--- src/rtl/wbuf_merge.sv ---
module wbuf_merge #(
  parameter int ENTRIES = 4,
  parameter int WORDS   = 4,
  parameter int DATA_W  = 16,
  parameter int BADDR_W = 12,
  localparam int WIDX   = $clog2(WORDS)
) (
  input  logic                      clk,
  input  logic                      rst_n,
  input  logic                      wr_valid,
  input  logic [BADDR_W-1:0]        wr_blk,
  input  logic [WORDS-1:0]          wr_mask,
  input  logic [WORDS*DATA_W-1:0]   wr_data,
  input  logic                      wr_io,
  output logic                      wr_ready,
  input  logic                      rd_valid,
  input  logic [BADDR_W-1:0]        rd_blk,
  input  logic [WIDX-1:0]           rd_word,
  output logic                      rd_fwd,
  output logic [DATA_W-1:0]         rd_fwd_data,
  output logic                      rd_clear,
  output logic                      mem_req,
  output logic [BADDR_W-1:0]        mem_blk,
  output logic [WORDS*DATA_W-1:0]   mem_data,
  output logic [WORDS-1:0]          mem_wmask,
  output logic                      mem_io,
  input  logic                      mem_ack
);
  localparam int PW = $clog2(ENTRIES);
  localparam int CW = $clog2(ENTRIES + 1);

  logic [BADDR_W-1:0]      e_blk  [ENTRIES];
  logic [WORDS-1:0]        e_vld  [ENTRIES];
  logic [WORDS*DATA_W-1:0] e_data [ENTRIES];
  logic                    e_io   [ENTRIES];

  logic [PW-1:0] head, tail, midx, ridx, wsel;
  logic [CW-1:0] count;
  logic          busy, mhit, rhit, full, wr_fire, alloc, pop, start;
  logic [ENTRIES-1:0] live;

  always_comb begin
    for (int i = 0; i < ENTRIES; i++)
      live[i] = CW'(PW'(PW'(i) - head)) < count;
  end

  always_comb begin
    mhit = 1'b0;
    midx = '0;
    for (int i = 0; i < ENTRIES; i++)
      if (live[i] && !e_io[i] && !wr_io && e_blk[i] == wr_blk &&
          !(busy && PW'(i) == head)) begin
        mhit = 1'b1;
        midx = PW'(i);
      end
  end

  always_comb begin
    rhit = 1'b0;
    ridx = head;
    for (int j = 0; j < ENTRIES; j++)
      if (CW'(j) < count && e_blk[PW'(head + PW'(j))] == rd_blk) begin
        rhit = 1'b1;
        ridx = PW'(head + PW'(j));
      end
  end

  assign full     = count == CW'(ENTRIES);
  assign tail     = PW'(head + PW'(count));
  assign wr_ready = mhit || !full;
  assign wr_fire  = wr_valid && wr_ready;
  assign alloc    = wr_fire && !mhit;
  assign wsel     = mhit ? midx : tail;
  assign pop      = busy && mem_ack;
  assign start    = !busy && count != '0 && !rd_valid;

  assign rd_clear    = rd_valid && !rhit;
  assign rd_fwd      = rd_valid && rhit && e_vld[ridx][rd_word];
  assign rd_fwd_data = e_data[ridx][rd_word*DATA_W +: DATA_W];

  assign mem_req   = busy;
  assign mem_blk   = e_blk[head];
  assign mem_data  = e_data[head];
  assign mem_wmask = e_vld[head];
  assign mem_io    = e_io[head];

  always_ff @(posedge clk) begin
    if (!rst_n) begin
      head  <= '0;
      count <= '0;
      busy  <= 1'b0;
    end else begin
      head  <= head + PW'(pop);
      count <= count + CW'(alloc) - CW'(pop);
      busy  <= busy ? !mem_ack : start;
    end
  end

  always_ff @(posedge clk) begin
    if (wr_fire) begin
      if (!mhit) begin
        e_blk[wsel] <= wr_blk;
        e_io[wsel]  <= wr_io;
      end
      e_vld[wsel] <= (mhit ? e_vld[wsel] : '0) | wr_mask;
      for (int w = 0; w < WORDS; w++)
        if (wr_mask[w])
          e_data[wsel][w*DATA_W +: DATA_W] <= wr_data[w*DATA_W +: DATA_W];
    end
  end
endmodule

--- config.mk ---
export PLATFORM = sky130hd
export DESIGN_NAME = wbuf_merge
export DESIGN_NICKNAME = d
export VERILOG_FILES = /design/src/rtl/wbuf_merge.sv
export SDC_FILE = /design/constraint.sdc
export NUM_CORES = 1
export LEC_CHECK = 0
export BUFFER_PORTS_ARGS = -buffer_cell sky130_fd_sc_hd__buf_2
export CORE_MARGIN = 3
export CORE_UTILIZATION = 49
export DETAILED_ROUTE_END_ITERATION = 8
export HOLD_SLACK_MARGIN = 0.02
export PLACE_DENSITY = 0.69
export RECOVER_POWER = 50
export SLEW_MARGIN = 20
export SYNTH_ARGS = -nofsm -noshare
export SYNTH_HDL_FRONTEND = slang
export SYNTH_SLANG_ARGS = --single-unit
--- constraint.sdc ---
create_clock -name clk -period 8.7 [get_ports clk]
set_clock_uncertainty 0.2 [all_clocks]
set_input_delay 0.435 -clock clk [delete_from_list [all_inputs] [get_ports clk]]
set_output_delay 0.435 -clock clk [all_outputs]
set_load 0.01 [all_outputs]
# After elaboration in Yosys (flattened, before gate mapping)
# Memories as Yosys holds them, arrays and structs flattened. A register that Yosys moved wholly into a read port is not among the register bits.
# Index checks and enable logic that the tools add are counted.
totals:
  elab_cells: 131
  output_inout_bits: 101
  ram_bits: 324
  ff_bits: 6
  input_bits: 100
  n_memories: 4
mem_list:
  columns: ["name", "depth", "word_bits", "read_ports", "rd_clocked_by_memory_dff", "wr", "line_no", "rtl"]
  rows:
  - ["e_data", 4, 64, 2, 1, 1, "34", "logic [WORDS*DATA_W-1:0] e_data [ENTRIES];"]
  - ["e_blk", 4, 12, 8, 1, 1, "32", "logic [BADDR_W-1:0] e_blk [ENTRIES];"]
  - ["e_vld", 4, 4, 3, 1, 1, "33", "logic [WORDS-1:0] e_vld [ENTRIES];"]
  - ["e_io", 4, 1, 5, 1, 1, "35", "logic e_io [ENTRIES];"]
op_classes:
  n_addsub: 11
  n_shift: 1
  reduce_logical: 50
  n_eq_ne: 12
  n_bitwise: 1
  magnitude_cmp: 9
  muxes: 40
ops:
  columns: ["cell", "count"]
  rows:
  - ["equality test 12 bit", 8]
  - ["indexed part select 64 x 7 -> 16 bit", 1]
  - ["logical AND 1 bit", 32]
  - ["2-to-1 mux 1 bit", 28]
  - ["2-to-1 mux 2 bit", 10]
  - ["logical NOT 1 bit", 15]
  - ["less-than comparator 2 x 3 -> 1 bit", 4]
  - ["less-than comparator 1 x 3 -> 1 bit (first input constant)", 2]
  - ["less-than comparator 2 x 3 -> 1 bit (first input constant)", 2]
  - ["adder 2 bit (second input constant)", 2]
  - ["equality test 2 bit (first input constant)", 2]
  - ["2-to-1 mux 4 bit", 1]
  - ["bitwise OR 4 bit", 1]
  - ["subtractor 1 x 2 -> 2 bit (first input constant)", 2]
  - ["subtractor 2 bit (first input constant)", 2]
  - ["adder 3 x 1 -> 3 bit", 1]
  - ["equality test 3 bit (second input constant)", 1]
  - ["less-than comparator 2 x 3 -> 1 bit (second input constant)", 1]
  - ["nonzero test 3 bit", 1]
  - ["subtractor 3 x 1 -> 3 bit", 1]
  - ["adder 2 x 1 -> 2 bit", 1]
  - ["adder 2 x 1 -> 2 bit (second input constant)", 1]
  - ["adder 2 bit", 1]
  - ["binary-select mux 1 bit (select 2 bit)", 1]
  - ["3 further kinds", 3]

# Logic depth before layout (Yosys ltp)
# Gate-level depths: netlist of run 1.
logic_depth:
  word_depth: 15
  ltp_mapped: 20
  depth_no_buf: 17

# Worst setup path before layout of run 1
# Ideal clock, no wire load.
synth_timing:
  path_kind: "reg-to-reg"
  startpoint: "register head[1]"
  endpoint: "memory e_blk[0][0], enable pin"
  period_less_slack_ns: 5.670
  n_path_buf: 3
  path_stages_with_launch: 15
  path_slack_ns: 3.030
  required_ns: 8.083
  setup_ns: 0.417
  arrival_time_ns: 5.053
  cell_sequence: "dfxtp_1 buf_2 buf_1 clkinv_1 ha_1 buf_1 clkinv_1 ha_1 a21oi_1 o21ai_0 nor4_1 or3_1 or4_1 nand2_1 nor4_1"
synth_between:
  elab_chain_len: 14
  elab_cells_between_ends: 50
  cone_classes: "add/sub: 5; order compare: 4; eq/ne: 3; mux: 11; reduce/logical: 27"
synth_lines:
  columns: ["element", "line_no", "rtl"]
  rows:
  - ["start: declaration", "37", "logic [PW-1:0] head, tail, midx, ridx, wsel;"]
  - ["start signal: assignment", "93", "head <= head + PW'(pop);"]
  - ["subtractor 1 x 2 -> 2 bit", "44", "live[i] = CW'(PW'(PW'(i) - head)) < count;"]
  - ["less-than comparator 2 x 3 -> 1 bit", "44", null]
  - ["logical AND 1 bit (4 in a row)", "51", "if (live[i] && !e_io[i] && !wr_io && e_blk[i] == wr_blk &&"]
  - ["2-to-1 mux 1 bit (3 in a row)", "51", null]
  - ["2-to-1 mux 1 bit *", "51", null]
  - ["logical OR 1 bit *", "70", "assign wr_ready = mhit || !full;"]
  - ["net wr_ready", "15", "output logic wr_ready,"]
  - ["logical AND 1 bit *", "71", "assign wr_fire = wr_valid && wr_ready;"]
  - ["2-to-1 mux 1 bit *", "100", "if (wr_fire) begin"]
  - ["2-to-1 mux 1 bit (not written as such) *", "102", "e_blk[wsel] <= wr_blk;"]
  - ["end: declaration", "32", null]
# The timed path passes the listed nets; every way through them passes the cells marked *.

# Worst setup path after layout of run 1
layout_timing:
  startpoint: "register head[1]"
  endpoint: "output port rd_fwd"
layout_between:
  elab_chain_len: 11
  elab_cells_between_ends: 21
  cone_classes: "add/sub: 3; eq/ne: 3; mux: 8; reduce/logical: 5; memory: 2"
layout_lines:
  columns: ["element", "line_no", "rtl"]
  rows:
  - ["adder 2 x 1 -> 2 bit", "62, 64", null]
  - ["memory (4 x 12 bit)", null, null]
  - ["equality test 12 bit", "62", "if (CW'(j) < count && e_blk[PW'(head + PW'(j))] == rd_blk) begin"]
  - ["logical AND 1 bit", "62", null]
  - ["2-to-1 mux 2 bit (3 in a row)", "62", null]
  - ["memory (4 x 4 bit)", null, null]
  - ["binary-select mux 1 bit (select 2 bit)", "78", "assign rd_fwd = rd_valid && rhit && e_vld[ridx][rd_word];"]
  - ["2-to-1 mux 1 bit (not written as such)", "78", null]
  - ["logical AND 1 bit *", "78", null]
  - ["end: declaration", "19", "output logic rd_fwd,"]
# Every way passes the cells marked *; elsewhere a longest branch is shown, timed or not. The select of a mux whose other input is x is not followed.

==> results of run 1 <==
==> cells in the mapped netlist (all sizes together) (3+ instances only) <==
master / count / area, µm²
or4: 3 / 26.27
o22ai: 4 / 25.02
a2111oi: 8 / 71.32
a221oi: 5 / 43.79
and3: 11 / 68.82
ha: 16 / 200.2
a21oi: 14 / 70.07
edfxtp: 324 / 9729
clkbuf: 31 / 116.4
clkinv: 3 / 11.26
xor2: 36 / 315.3
o21ai: 14 / 70.06
a22oi: 3 / 22.52
o211a: 3 / 30.03
mux2i: 159 / 1592
and2: 16 / 100.1
nor2b: 3 / 18.77
a211oi: 7 / 52.55
nor2: 15 / 56.30
nor3: 10 / 50.05
buf: 41 / 276.5
dfxtp: 6 / 120.1
mux4: 142 / 3198
inv: 14 / 52.55
xnor2: 70 / 613.1
nand3: 12 / 60.06
nand4: 27 / 168.9
nor4: 10 / 68.81
nand2: 20 / 77.58
==> logic make-up (layout without fill, tap and decap cells) <==
| kind of cell | Yosys count | count (layout) | synth area share (%) |
|---|---|---|---|
| flip-flops | 330 | 330 | 56.19 |
| multiplexers | 303 | 303 | 27.45 |
| AND/OR/NAND/NOR | 134 | 134 | 4.304 |
| XOR/XNOR | 106 | 106 | 5.297 |
| buffers and inverters | 89 | 375 | 2.605 |
| AO/OA/AOI/OAI | 73 | 73 | 2.891 |
| adder cells (fa/ha/maj) | 17 | 17 | 1.256 |
| other | 0 | 1 | 0 |
==> worst paths after layout <==
path,start,endpoint,cells past startpoint
setup / recovery,head[1]$_SDFF_PN0_,rd_fwd,8
hold / removal,rd_valid,mem_req$_SDFF_PN0_,3
setup reg to reg,head[1]$_SDFF_PN0_,e_data[1][33]$_DFFE_PP_,13
hold reg to reg,count[1]$_SDFF_PN0_,count[1]$_SDFF_PN0_,2
==> metal layers <==
metal / vias up / share of wire [%] / global-route usage (%)
met2: 423 / 51 / 41.77
met5: - / 0.030 / 0
met3: 77 / 6.8 / 4.538
li1: 4831 / - / -
met4: 2 / 2.7 / 6.602
met1: 5600 / 39 / 31.46
==> stage by stage <==
step	hold WS, ns	total power [W]	utilization (%)	instances	instance area [µm²]
after floorplan	0.3339	0.002907	-	1052	17530
after global placement	0.4472	0.003347	54.15	1653	18890
after detailed placement	0.4509	0.003365	54.15	1653	18890
after CTS	0.02501	0.004855	59.50	1793	20750
after global routing	0.09758	0.005006	58.99	1794	20580
final	0.09128	0.004800	58.99	1794	20580
==> worst register-to-register path, cell delays in order, from the launching register on <==
cell                       delay, ns
sky130_fd_sc_hd__dfxtp_4        0.48
sky130_fd_sc_hd__clkinv_1       0.38
sky130_fd_sc_hd__ha_1           1.10
sky130_fd_sc_hd__buf_4          0.36
sky130_fd_sc_hd__clkinv_1       0.26
sky130_fd_sc_hd__ha_1           0.35
sky130_fd_sc_hd__a21oi_1        0.15
sky130_fd_sc_hd__o21ai_0        0.10
sky130_fd_sc_hd__nor4_1         0.71
sky130_fd_sc_hd__or3_1          0.29
sky130_fd_sc_hd__or4_1          0.18
sky130_fd_sc_hd__nand2_1        0.17
sky130_fd_sc_hd__nor2_1         0.43
sky130_fd_sc_hd__and3_1         0.95
==> sequential cells by signal, indices dropped and copies added, names as in the netlist <==
signal and cells:
count 3, e_blk 48, e_data 256, e_io 4, e_vld 16, head 2
mem_req 1
==> repair_timing <==
action                                  4_1_cts  5_1_grt
resized for setup                             0        0
hold buffers                                 73        0
hold endpoints to repair                    292        0
endpoints found under the setup margin        0        0
==> report_power, final <==
part | total (W) | internal, W | switching, W
Clock | 0.00147 | 0.000840 | 0.000626
Combinational | 0.00126 | 0.000562 | 0.000703
Sequential | 0.00207 | 0.00195 | 0.000119
==> layout make-up <==
type	count	area (µm²)
clock buffer	48	988.4
multi-input combinational	633	7249
antenna	1	2.502
clock inverter	19	147.6
fill	2740	14310
tap	455	569.3
inverter	17	63.81
timing repair buffer	291	1700
sequential	330	9857
==> qor.log, run 1 <==
qor: drt.post_drt_wl_per_cell 25.64 µm
qor: synthesis.netlist_instances 1052
qor: critical_path.critical-path-slowest-cell sky130_fd_sc_hd__clkbuf_1
qor: placed_design.dp_hpwl 31610 µm
qor: floorplan.placeableCoreArea 34880 µm²
qor: critical_path.critPathMostFrequentCell sky130_fd_sc_hd__o22ai_1
qor: global_route.gr-usage-all-layers 24.10%
qor: clock_network.clkTransAtPathRegs 0.05 ns
qor: global_route.via_count_of_the_first_global_routing_pass 11382
qor: critical_path.critPathLaunchType flip-flop
qor: timing.ratio_of_final_minimum_period_to_clock_period 86.40%
qor: placed_design.routability_driven_placement_congestion_ratio 0.8998
qor: global_route.maximum_number_of_pins_on_one_net_before_global_route_repair 89
qor: clock_network.cts-buffers-inserted 37
qor: drt.residual_drc 0
qor: synthesis.syn-num-nets 1169
qor: clock_network.cts_tree built
qor: final_layout.finish.net_count 1427
qor: worst_hold_path.hp-class input pin to flip-flop
qor: pwr.ir_drop_worst_vdd 175.9 µV
qor: final_layout.proportion_of_layout_cells_with_a_drive_suffix_above_1 21.30%
qor: timing.worst_pin_slew 4.151 ns
qor: critical_path.cp_bufs_invs 3
qor: pwr.power.static_leakage 7.405 nW
qor: timing.final_hold_viol_count 0
qor: clock_network.clock-sinks 330
qor: timing.worst_setup_slack_final 1.183 ns
qor: clock_network.insertion_delay 0.53 ns
qor: synthesis.post_synth_num_cell_types 57
qor: timing.slew_violations 64
qor: drt.postRouteAntennaNets 0
qor: drt.drt_pre_antenna_iters 6
qor: critical_path.worstPathMaxFanout 63
qor: clock_network.postCtsSetupBuffers 0
qor: timing.final.setup.tns 0 ns
qor: final_layout.layout_commonest_cell sky130_fd_sc_hd__edfxtp_1
qor: flow_run.cap_violations 1
qor: drt.dr.first_iter.drc_count 880
qor: critical_path.setup.worst_path.end_class output port
qor: pwr.power_density_over_the_cells 233.3 nW/µm²
qor: critical_path.rrSetupSlack 2.18 ns
qor: timing.post-route-min-period 7.517 ns
qor: floorplan.initial_utilization 50.25%
qor: synthesis.synth.cell_area 17530 µm²
qor: timing.relSlewSlack -176.7%
qor: global_route.antenna_found_initial 2
qor: synthesis.postSynth.topFlopCell sky130_fd_sc_hd__edfxtp_1
qor: timing.setup-violations-final 0
qor: drt.detailed_route_wire_length 46000 µm
qor: synthesis.post_synth.cell_area_avg 16.66 µm²
qor: floorplan.die_area 38080 µm²
qor: floorplan.die_y 195.1 µm
qor: critical_path.worstSetupPathType flip-flop to output port
qor: floorplan.row_count 68
qor: placed_design.numPortBuffers 200
qor: drt.num_vias 10933
qor: global_route.first_pass_grt_wire_length 69950 µm
qor: timing.rsz0062_at_grt no
qor: synthesis.synth_enable_flop_cells 324
qor: floorplan.floorplan.io_pins 201
qor: critical_path.critical-path-max-stage-delay 2.98 ns
qor: clock_network.cts_max_path_buffers 3
qor: synthesis.yosys_warns 0
qor: critical_path.worstPathCellList clkbuf_2 > clkbuf_1 > o22ai_1 > a2111oi_0 > o22ai_1 > a2111oi_1 > a211oi_1 > buf_2
qor: synthesis.synth_seq_area_share 56.19%
qor: floorplan.die_outline_width 195.1 µm
qor: critical_path.worst_path_dominant_cell_family buffers and inverters
qor: critical_path.timing.critical_path.required 8.07 ns
qor: clock_network.cts.root.buffer_cell sky130_fd_sc_hd__clkbuf_16
qor: synthesis.postSynth.asyncResetShare 0%
qor: final_layout.areaGrowthSynthToFinish 17.40%
qor: drt.route.detailed.vias_per_inst 6.094
qor: final_layout.top_library_cells_by_usage_in_the_layout_fill_and_taps_aside 324 x sky130_fd_sc_hd__edfxtp_1, 159 x sky130_fd_sc_hd__mux2i_1, 149 x sky130_fd_sc_hd__clkbuf_1
qor: outcome.failed_checks max-capacitance violations, max-slew violations
qor: outcome.outcome finished, violations left
qor: critical_path.cp.arrival 6.88 ns
qor: global_route.grt_remaining_overflow 0
qor: synthesis.yosys_register_bits 330
qor: timing.fmaxAchievable 0.1330 GHz
qor: clock_network.cts_max_level 2
qor: placed_design.pre_cts_ws 1.903 ns
Note: power is estimated with default switching activity, not from simulation.
==> run 2, diff against run 1 <==
Settings changed: CORE_ASPECT_RATIO set to 1.2, PLACE_DENSITY 0.69 to 0.7.
==> run 2 against run 1 <==
Net effect: the flow still finishes with violations (max-capacitance violations, max-slew violations); critical path depth increased by 7; worst setup slack lost 0.030 ns; sequential power hardly changed; fmax down 0.39%; final cell count fell by 0.33%; worst hold slack improved by 0.048 ns; sequential cell count is the same; core utilization decreased by 0.59 points; highest routed layer is now met4.
==> qor.log, run 2 (synthesis results as in run 1) <==
qor: outcome.outcome finished, violations left
qor: outcome.failed_checks max-capacitance violations, max-slew violations
qor: critical_path.cp.arrival 6.91 ns
qor: floorplan.floorplan.io_pins 201
qor: final_layout.layout_top_registers e_data: 256 flops, e_blk: 48 flops, e_vld: 16 flops
qor: final_layout.proportion_of_layout_cells_with_a_drive_suffix_above_1 21.22%
qor: drt.m1WireLength 17510 µm
qor: global_route.antenna_found_initial 3
qor: critical_path.setup.worst_path.end_class output port
qor: drt.residual_drc 0
qor: drt.routed-wl-met2 24570 µm
qor: critical_path.cp_bufs_invs 4
qor: floorplan.row_count 75
qor: placed_design.routability_driven_placement_congestion_ratio 0.8771
qor: critical_path.worstSetupPathType flip-flop to output port
qor: clock_network.cts_max_level 2
qor: final_layout.layout_commonest_cell sky130_fd_sc_hd__edfxtp_1
qor: floorplan.initial_utilization 49.94%
qor: timing.final.setup.tns 0 ns
qor: clock_network.cts.root.buffer_cell sky130_fd_sc_hd__clkbuf_16
qor: timing.slew_violations 48
qor: critical_path.critical-path-slowest-cell sky130_fd_sc_hd__or4_1
qor: worst_hold_path.hp-class input pin to flip-flop
qor: drt.drt_pre_antenna_iters 5
qor: final_layout.number_of_flip_flops_under_the_largest_register_name 256
qor: drt.detailroute.wirelength.met3 2927 µm
qor: placed_design.numPortBuffers 200
qor: critical_path.critPathLaunchType flip-flop
qor: floorplan.die_area 38090 µm²
qor: drt.post_drt_wl_per_cell 26.05 µm
qor: pwr.ir_drop_worst_vdd 174.6 µV
qor: timing.worst_pin_slew 3.340 ns
qor: final_layout.largest-register e_data
qor: clock_network.cts-buffers-inserted 35
qor: critical_path.worst_path_dominant_cell_family simple AND/OR/NAND/NOR gates
qor: final_layout.finish.net_count 1416
qor: global_route.first_pass_grt_wire_length 68720 µm
qor: timing.fmaxAchievable 0.1325 GHz
qor: timing.final_hold_viol_count 0
qor: pwr.power_density_over_the_cells 234.0 nW/µm²
qor: drt.route.detailed.vias_per_inst 6.095
qor: clock_network.clock-sinks 330
qor: pwr.power.static_leakage 7.348 nW
qor: floorplan.die_y 213.2 µm
qor: drt.num_vias 10897
qor: timing.ratio_of_final_minimum_period_to_clock_period 86.74%
qor: timing.rsz0062_at_grt no
qor: clock_network.postCtsSetupBuffers 0
qor: critical_path.timing.critical_path.required 8.07 ns
qor: clock_network.cts_max_path_buffers 3
qor: placed_design.dp_hpwl 32260 µm
qor: timing.post-route-min-period 7.546 ns
qor: drt.postRouteAntennaNets 0
qor: clock_network.insertion_delay 0.52 ns
qor: final_layout.top_library_cells_by_usage_in_the_layout_fill_and_taps_aside 324 x sky130_fd_sc_hd__edfxtp_1, 159 x sky130_fd_sc_hd__mux2i_1, 150 x sky130_fd_sc_hd__clkbuf_1
qor: critical_path.critical-path-max-stage-delay 0.86 ns
qor: drt.dr.first_iter.drc_count 955
qor: drt.top_signal_layer_used met4
qor: global_route.gr-usage-all-layers 24.31%
qor: floorplan.placeableCoreArea 35100 µm²
qor: clock_network.clkTransAtPathRegs 0.06 ns
qor: global_route.maximum_number_of_pins_on_one_net_before_global_route_repair 90
qor: global_route.grt_remaining_overflow 0
qor: global_route.via_count_of_the_first_global_routing_pass 11154
qor: critical_path.worstPathMaxFanout 82
qor: timing.relSlewSlack -122.7%
qor: floorplan.die_outline_width 178.7 µm
qor: flow_run.cap_violations 1
qor: timing.holdWs 0.1395 ns
qor: clock_network.cts_tree built
qor: final_layout.areaGrowthSynthToFinish 16.94%
qor: timing.setup-violations-final 0
qor: drt.detailed_route_wire_length 46590 µm
qor: critical_path.worstPathCellList clkinv_1 > ha_1 > buf_4 > mux4_2 > xnor2_1 > nand4_1 > or4_1 > nand2_1 > o221a_2 > nand2_8 > buf_4 > mux2i_1 > mux4_2 > mux2i_1 > buf_2
==> run 2: worst paths after layout <==
kind / slack [ns] / start / to / depth (start not counted)
setup / recovery: 1.15 / head[0]$_SDFF_PN0_ / rd_fwd_data[3] / 15
hold / removal: 0.14 / wr_blk[2] / e_blk[0][2]$_DFFE_PP_ / 1
setup reg to reg: 1.99 / head[0]$_SDFF_PN0_ / e_data[0][39]$_DFFE_PP_ / 12
hold reg to reg: 0.51 / count[1]$_SDFF_PN0_ / count[1]$_SDFF_PN0_ / 2
==> run 2: stage by stage <==
step / std cells / setup slack [ns] / cell area (µm²) / util, % / power (W)
2_1_floorplan: 1052 / 3.030 / 17530 / - / 0.002907
4_1_cts: 1786 / 1.110 / 20660 / 58.88 / 0.004854
3_5_place_dp: 1657 / 1.674 / 18870 / 53.78 / 0.003374
5_1_grt: 1788 / 0.6744 / 20500 / 58.40 / 0.004997
3_3_place_gp: 1657 / 1.799 / 18870 / 53.78 / 0.003356
6_report: 1788 / 1.154 / 20500 / 58.40 / 0.004797
==> run 2: metal layers <==
metal / GRT usage [%] / up-vias
met5: 0 / -
met4: 8.548 / 0
met3: 3.753 / 78
met2: 43.16 / 429
met1: 30.32 / 5596
li1: - / 4794
==> run 2: area by class of cell <==
type | count | area [µm²]
well taps | 462 | 578.1
diodes | 2 | 5.005
repair buffers | 282 | 1619
fillers | 2791 | 14600
inverters | 17 | 63.81
multi-input cells | 633 | 7254
clock buffers | 47 | 940.9
clock inverters | 15 | 178.9
flip-flops and latches | 330 | 9857
==> run 2: what timing repair did <==
item	4_1_cts	5_1_grt
resized for setup	0	0
hold buffers	67	0
hold endpoints to repair	268	0
==> run 2: power breakdown <==
| group | total [W] | leakage [nW] | switching [W] | internal [W] |
|---|---|---|---|---|
| Clock | 0.00146 | 0.542 | 0.000604 | 0.000855 |
| Sequential | 0.00208 | 3.00 | 0.000128 | 0.00195 |
| Combinational | 0.00126 | 3.81 | 0.000706 | 0.000554 |
| Total | 0.00480 | 7.35 | 0.00144 | 0.00336 |
